$ cat src/rtl/rate_pkg.sv
package rate_pkg;
  localparam int unsigned RATE_LEVELS_DEF = 6;

  function automatic int unsigned lvl_bits(input int unsigned levels);
    return (levels < 2) ? 1 : $clog2(levels);
  endfunction
endpackage

$ cat src/rtl/rate_level_reg.sv
module rate_level_reg #(
  parameter int unsigned LEVELS = 6,
  parameter int unsigned LVL_W  = 3
) (
  input  logic             clk,
  input  logic             rst_n,
  input  logic [LVL_W-1:0] req,
  input  logic             req_vld,
  output logic [LVL_W-1:0] lvl_q
);
  localparam logic [LVL_W-1:0] TOP = LVL_W'(LEVELS - 1);

  logic [LVL_W-1:0] req_sat;
  always_comb req_sat = (req > TOP) ? TOP : req;

  always_ff @(posedge clk) begin
    if (!rst_n)       lvl_q <= '0;
    else if (req_vld) lvl_q <= req_sat;
  end

  // level only moves on a strobe
  a_r8_level_holds: assert property (@(posedge clk) disable iff (!rst_n)
    !req_vld |=> $stable(lvl_q));
  // the active level never leaves the legal range
  a_r7_level_in_range: assert property (@(posedge clk) disable iff (!rst_n)
    lvl_q <= TOP);
endmodule

$ cat src/rtl/rate_div_counter.sv
module rate_div_counter #(
  parameter int unsigned LEVELS = 6,
  parameter int unsigned LVL_W  = 3
) (
  input  logic             clk,
  input  logic             rst_n,
  input  logic [LVL_W-1:0] lvl,
  input  logic             restart,
  output logic             tick
);
  localparam int unsigned CNT_W = LEVELS - 1;

  logic [CNT_W-1:0] cnt;
  logic [CNT_W-1:0] limit;

  always_comb begin
    limit = {CNT_W{1'b1}} >> lvl;
    tick  = !restart && (cnt == limit);
  end

  always_ff @(posedge clk) begin
    if (!rst_n)                cnt <= '0;
    else if (restart || tick)  cnt <= '0;
    else                       cnt <= cnt + 1'b1;
  end

  // the counter stays inside the current period
  a_r3_cnt_in_period: assert property (@(posedge clk) disable iff (!rst_n)
    cnt <= limit);
  // a restart always brings the counter back to zero
  a_r5_restart_clears: assert property (@(posedge clk) disable iff (!rst_n)
    restart |=> (cnt == '0));
endmodule

$ cat src/rtl/rate_en_out.sv
module rate_en_out (
  input  logic clk,
  input  logic rst_n,
  input  logic tick,
  output logic en_q
);
  always_ff @(posedge clk) begin
    if (!rst_n) en_q <= 1'b0;
    else        en_q <= tick;
  end
endmodule

$ cat src/rtl/rate_enable_gen.sv
module rate_enable_gen #(
  parameter int unsigned LEVELS = rate_pkg::RATE_LEVELS_DEF,
  parameter int unsigned LVL_W  = rate_pkg::lvl_bits(LEVELS)
) (
  input  logic             clk,
  input  logic             rst_n,
  input  logic [LVL_W-1:0] lvl_req,
  input  logic             lvl_strobe,
  output logic             rate_en,
  output logic [LVL_W-1:0] lvl_active
);
  localparam logic [LVL_W-1:0] TOP = LVL_W'(LEVELS - 1);

  logic tick;

  rate_level_reg #(.LEVELS(LEVELS), .LVL_W(LVL_W)) level_i (
    .clk(clk), .rst_n(rst_n), .req(lvl_req), .req_vld(lvl_strobe),
    .lvl_q(lvl_active));

  rate_div_counter #(.LEVELS(LEVELS), .LVL_W(LVL_W)) div_i (
    .clk(clk), .rst_n(rst_n), .lvl(lvl_active), .restart(lvl_strobe),
    .tick(tick));

  rate_en_out out_i (
    .clk(clk), .rst_n(rst_n), .tick(tick), .en_q(rate_en));

  // enable is low in the cycle after a switch
  a_r5_low_after_switch: assert property (@(posedge clk) disable iff (!rst_n)
    lvl_strobe |=> !rate_en);
  // full rate keeps the enable high
  a_r4_full_rate_high: assert property (@(posedge clk) disable iff (!rst_n)
    (lvl_active == TOP && !lvl_strobe) |=> rate_en);
  // at reduced rates the pulse is a single cycle
  a_r3_single_pulse: assert property (@(posedge clk) disable iff (!rst_n)
    (rate_en && lvl_active != TOP) |=> !rate_en);
  // a strobe loads the saturated request
  a_r2_strobe_loads: assert property (@(posedge clk) disable iff (!rst_n)
    lvl_strobe |=> (lvl_active == (($past(lvl_req) > TOP) ? TOP : $past(lvl_req))));
endmodule

$ cat config.mk
export PLATFORM = sky130hd
export DESIGN_NAME = rate_enable_gen
export DESIGN_NICKNAME = d
export VERILOG_FILES = /design/src/rtl/rate_pkg.sv /design/src/rtl/rate_level_reg.sv /design/src/rtl/rate_div_counter.sv /design/src/rtl/rate_en_out.sv /design/src/rtl/rate_enable_gen.sv
export SDC_FILE = /design/constraint.sdc
export NUM_CORES = 1
export LEC_CHECK = 0
export BUFFER_PORTS_ARGS = -buffer_cell sky130_fd_sc_hd__buf_2
export CORE_AREA = 2 2 39 41
export DETAILED_ROUTE_END_ITERATION = 6
export DIE_AREA = 0 0 41 43
export HOLD_SLACK_MARGIN = 0.03
export MAX_ROUTING_LAYER = met4
export PLACE_DENSITY = 0.52
export SLEW_MARGIN = 10
export SYNTH_ARGS = -nofsm -noshare
export SYNTH_HDL_FRONTEND = slang
export SYNTH_SLANG_ARGS = --single-unit
$ cat constraint.sdc
create_clock -name clk -period 2.9 [get_ports clk]
set_input_delay 0 -clock clk [delete_from_list [all_inputs] [get_ports clk]]
set_output_delay 0 -clock clk [all_outputs]
set_load 0.02 [all_outputs]
# --- Word level (Yosys, flattened, before mapping) ---
# Index checks and enable logic that the tools add are counted.
totals:
  regBits: 9
  input_bits: 6
  wordCells: 13
op_classes:
  addsub: 1
  n_lt_le_gt_ge: 1
  n_eq_ne: 1
  n_shift: 1
  muxes: 1
  n_bitwise: 1
  reduce_logical: 4
op_table:
  columns: ["cell", "n"]
  rows:
  - ["adder 5 x 1 -> 5 bit (second input constant)", 1]
  - ["== test 5 bit", 1]
  - [">> shifter 5 x 3 -> 5 bit (first input constant)", 1]
  - ["> comparator 3 bit (second input constant)", 1]
  - ["two-way mux 3 bit", 1]
  - ["OR reduction 2 bit", 1]
  - ["logical AND 1 bit", 1]
  - ["logical NOT 1 bit", 1]
  - ["logical OR 1 bit", 1]
  - ["inverter 1 bit", 1]

# --- Longest topological paths before layout ---
depth:
  ltp_word: 5
  depth_mapped: 4
  ltp_nobuf: 4

# --- By module ---
# A second synthesis with hierarchy kept.
hier_totals:
  cells_unflattened: 45
  area_unflattened_um2: 467.9
by_module_without_submodules:
  columns: ["mod", "n_inst", "cells_per_inst", "area_each_um2", "seq_area_each_um2"]
  rows:
  - ["rate_div_counter", 1, 32, 330.3, 100.1]
  - ["rate_level_reg", 1, 11, 111.4, 60.1]
  - ["rate_en_out", 1, 2, 26.3, 20.0]

# --- Worst setup path before layout ---
# No wires, ideal clock.
synth_timing:
  kind: "register to register"
  start: "reg level_i.lvl_q[1]"
  end: "reg out_i.en_q"
  setup_ns: 0.060
  t_arrival_ns: 1.301
  required_ns: 2.840
  path_slack_ns: 1.539
  stages_incl_launch_ff: 5
  cell_sequence: "dfxtp_1 > nor2_1 > nand4bb_1 > a32oi_2 > and3b_1"
synth_between:
  elab_chain_len: 3
synth_lines:
  columns: ["element", "line", "source"]
  rows:
  - ["from (decl)", "rate_level_reg.sv:9", "output logic [LVL_W-1:0] lvl_q"]
  - ["from (signal assigned)", "rate_level_reg.sv:18", "else if (req_vld) lvl_q <= req_sat;"]
  - [">> shifter 5 x 3 -> 5 bit", "rate_div_counter.sv:17", "limit = {CNT_W{1'b1}} >> lvl;"]
  - ["== test 5 bit", "rate_div_counter.sv:18", "tick = !restart && (cnt == limit);"]
  - ["logical AND 1 bit", "rate_div_counter.sv:18", null]
  - ["to (signal assigned)", "rate_en_out.sv:9", "else en_q <= tick;"]
  - ["to (decl)", "rate_en_out.sv:5", "output logic en_q"]
# No other way between the ends.
# A chain may end at the register's enable or synchronous reset.

# --- Final worst setup path ---
# Same ends and word-level chain as after synthesis.

==> flow_metrics.env <==
export IMPL_slew_headroom=0.783
export IMPL_start_kind="flop"
export IMPL_wire_per_inst_um=11.4
export IMPL_vias=374
export IMPL_hold_path_class="in2reg"
export IMPL_final_core_utilization=0.405
export IMPL_avgSynthCellArea_um2=9.98
export IMPL_drcViolationCount=0
export IMPL_grt_start_max_net_pins=9
export IMPL_initial_core_util=0.310
export IMPL_fin_worst_skew_ps=0.601
export IMPL_cts_tree="done"
export IMPL_vias_per_cell=4.92
export IMPL_ys_warn_count=0
export IMPL_rsz0062_at_grt="false"
export IMPL_power_frac_seq=0.517
export IMPL_synthCells=43
export IMPL_tns_ps=0
export IMPL_cts_max_path_buffers=2
export IMPL_layout_nets=68
export IMPL_setup_viol=0
export IMPL_outcome="complete, no violations"
export IMPL_slew_violations=0
export IMPL_synth_area_um2=429
export IMPL_drt_iter0_drc=5
export IMPL_gp_congestion=0.707
export IMPL_stdcell_count=76
export IMPL_switchingPower_uw=61.6
export IMPL_clk_pin_slew_ps=60
export IMPL_peakVddDrop_uv=185
export IMPL_worstSetupEndpointType="flop"
export IMPL_arrival_ps=1570
export IMPL_track_usage=0.131
export IMPL_n_antenna_cell=0
export IMPL_fp_dieH_um=43
export IMPL_setup_worst_path_class="reg2reg"
export IMPL_p_leak_uw=0.000230
export IMPL_sw_frac_of_total=0.239
export IMPL_clk_latency_ps=250
export IMPL_period_share=0.473
export IMPL_dp_hpwl_um=599
export IMPL_fin_area_um2=561
export IMPL_cts_buffers=3
export IMPL_drive_gt1_frac=0.233
export IMPL_drtPass1Iterations=4
export IMPL_comb_power_share=0.115
export IMPL_maxCapViolations=0
export IMPL_grt_pass1_vias=348
export IMPL_htree_levels=1
export IMPL_whs_ps=38.8
export IMPL_ios=10
export IMPL_dieArea_um2=1760
export IMPL_gr_total_overflow=0
export IMPL_syn_nets=50
export IMPL_yosysUniqueCellTypes=23
export IMPL_cts_root_buffer="clkbuf_4"
export IMPL_syn2layout_area_growth_pct=30.6
export IMPL_tightestPinTransition_ps=325
export IMPL_period_minus_slack_ps=1370
export IMPL_place_area_um2=494
export IMPL_clock_sinks=9
export IMPL_path_max_fanout=6
export IMPL_grt_pass1_wl_um=1490
export IMPL_power_density_nw_per_um2=461
export IMPL_finalHoldViolations=0
export IMPL_yosysSeqAreaShare=0.420
export IMPL_detail_route_antenna_nets=0
export IMPL_postCtsSetupBuffers=0
export IMPL_antenna_found_initial=0
export IMPL_pwr_share_clk=0.369
export IMPL_routed_wl_um=865
export IMPL_io_buffers=9
export IMPL_fmax_mhz=730
export IMPL_die_width_um=41
export IMPL_p_int_uw=197
export IMPL_required_ps=3100
export IMPL_core_um2=1380
export IMPL_dp_cells=68
export IMPL_rows=14
export IMPL_synth_seq_cells=9
export IMPL_most_common_layout_cells="dfxtp_1, buf_2, xor2_1, nor3_1, dlygate4sd3_1"
-- what timing repair did --
action	CTS	global route
endpoints found under the hold margin	3	0
gates resized for setup	0	0
endpoints found under the setup margin	0	0
hold buffers	4	0
-- critical path: stages, from the launching register on --
cell and delay, ps:
dfxtp_1 440, nor2_1 100, nand4bb_1 220, a32oi_2 370, and3b_1 200
-- cell families after synthesis --
family,share of synthesized area
xor gates and xnor gates,0.102
AOI/OAI and AO/OA,0.128
and+or+nand+nor,0.297
adders and majority gates,0.0291
muxes,0.0233
DFF,0.420
-- stage by stage --
stage | total power, uW | worst slack, ps
floorplan | 150 | 1540
global placement | 161 | 1610
detailed placement | 161 | 1540
CTS | 264 | 1500
global route | 276 | 1420
finish | 258 | 1530
-- synth_stat cells (all sizes together) --
library cell  n  area [um2]
a21o          1        8.76
nor2          3        11.3
a21oi         2        10.0
mux2i         1        10.0
nor2b         1        6.26
nor3b         2        15.0
and3b         1        8.76
dfxtp         9         180
nand4bb       1        11.3
xor2          4        35.0
nand3         2        10.0
xnor2         1        8.76
nand2b        1        6.26
a32oi         1        16.3
nand4         1        6.26
nand4b        2        17.5
a21boi        1        7.51
a22oi         1        7.51
nor3          4        20.0
ha            1        12.5
nand3b        1        7.51
or2b          1        7.51
o21ai         1        5.00
-- metal layers --
metal / track usage / wire length (um) / vias to the layer above
li1: - / - / 196
met1: 0.180 / 429 / 170
met2: 0.159 / 403 / 6
met3: 0.0157 / 12 / 2
met4: 0.120 / 20 / 0
met5: - / 0 / -
-- state kept, by name (all words and copies together), names as in the netlist --
signal,flops
div_i.cnt,5
level_i.lvl_q,3
out_i.en_q,1
-- final timing paths --
path,startpoint,end,slack [ps],cells after the start
setup / recovery,level_i.lvl_q[1],out_i.en_q,1530,4
hold / removal,lvl_req[2],level_i.lvl_q[2],40,3
setup reg to reg,level_i.lvl_q[1],out_i.en_q,1530,4
hold reg to reg,div_i.cnt[0],div_i.cnt[0],550,1
-- power groups by stage --
stage               combinational [uW]  sequential [uW]  clock [uW]
floorplan                         12.7              138           0
global placement                  25.3              136           0
detailed placement                24.9              136           0
CTS                               29.6              133         101
global route                      33.0              134         109
finish                            29.6              133        95.2
-- area by class of cell --
cell class / instances / area (um2)
fill: 146 / 823
multi-input combinational: 34 / 249
sequential: 9 / 180
timing repair buffer: 13 / 85.1
clock buffer: 4 / 26.3
tap: 16 / 20.0
No activity file was read; power rests on OpenSTA's default activity.
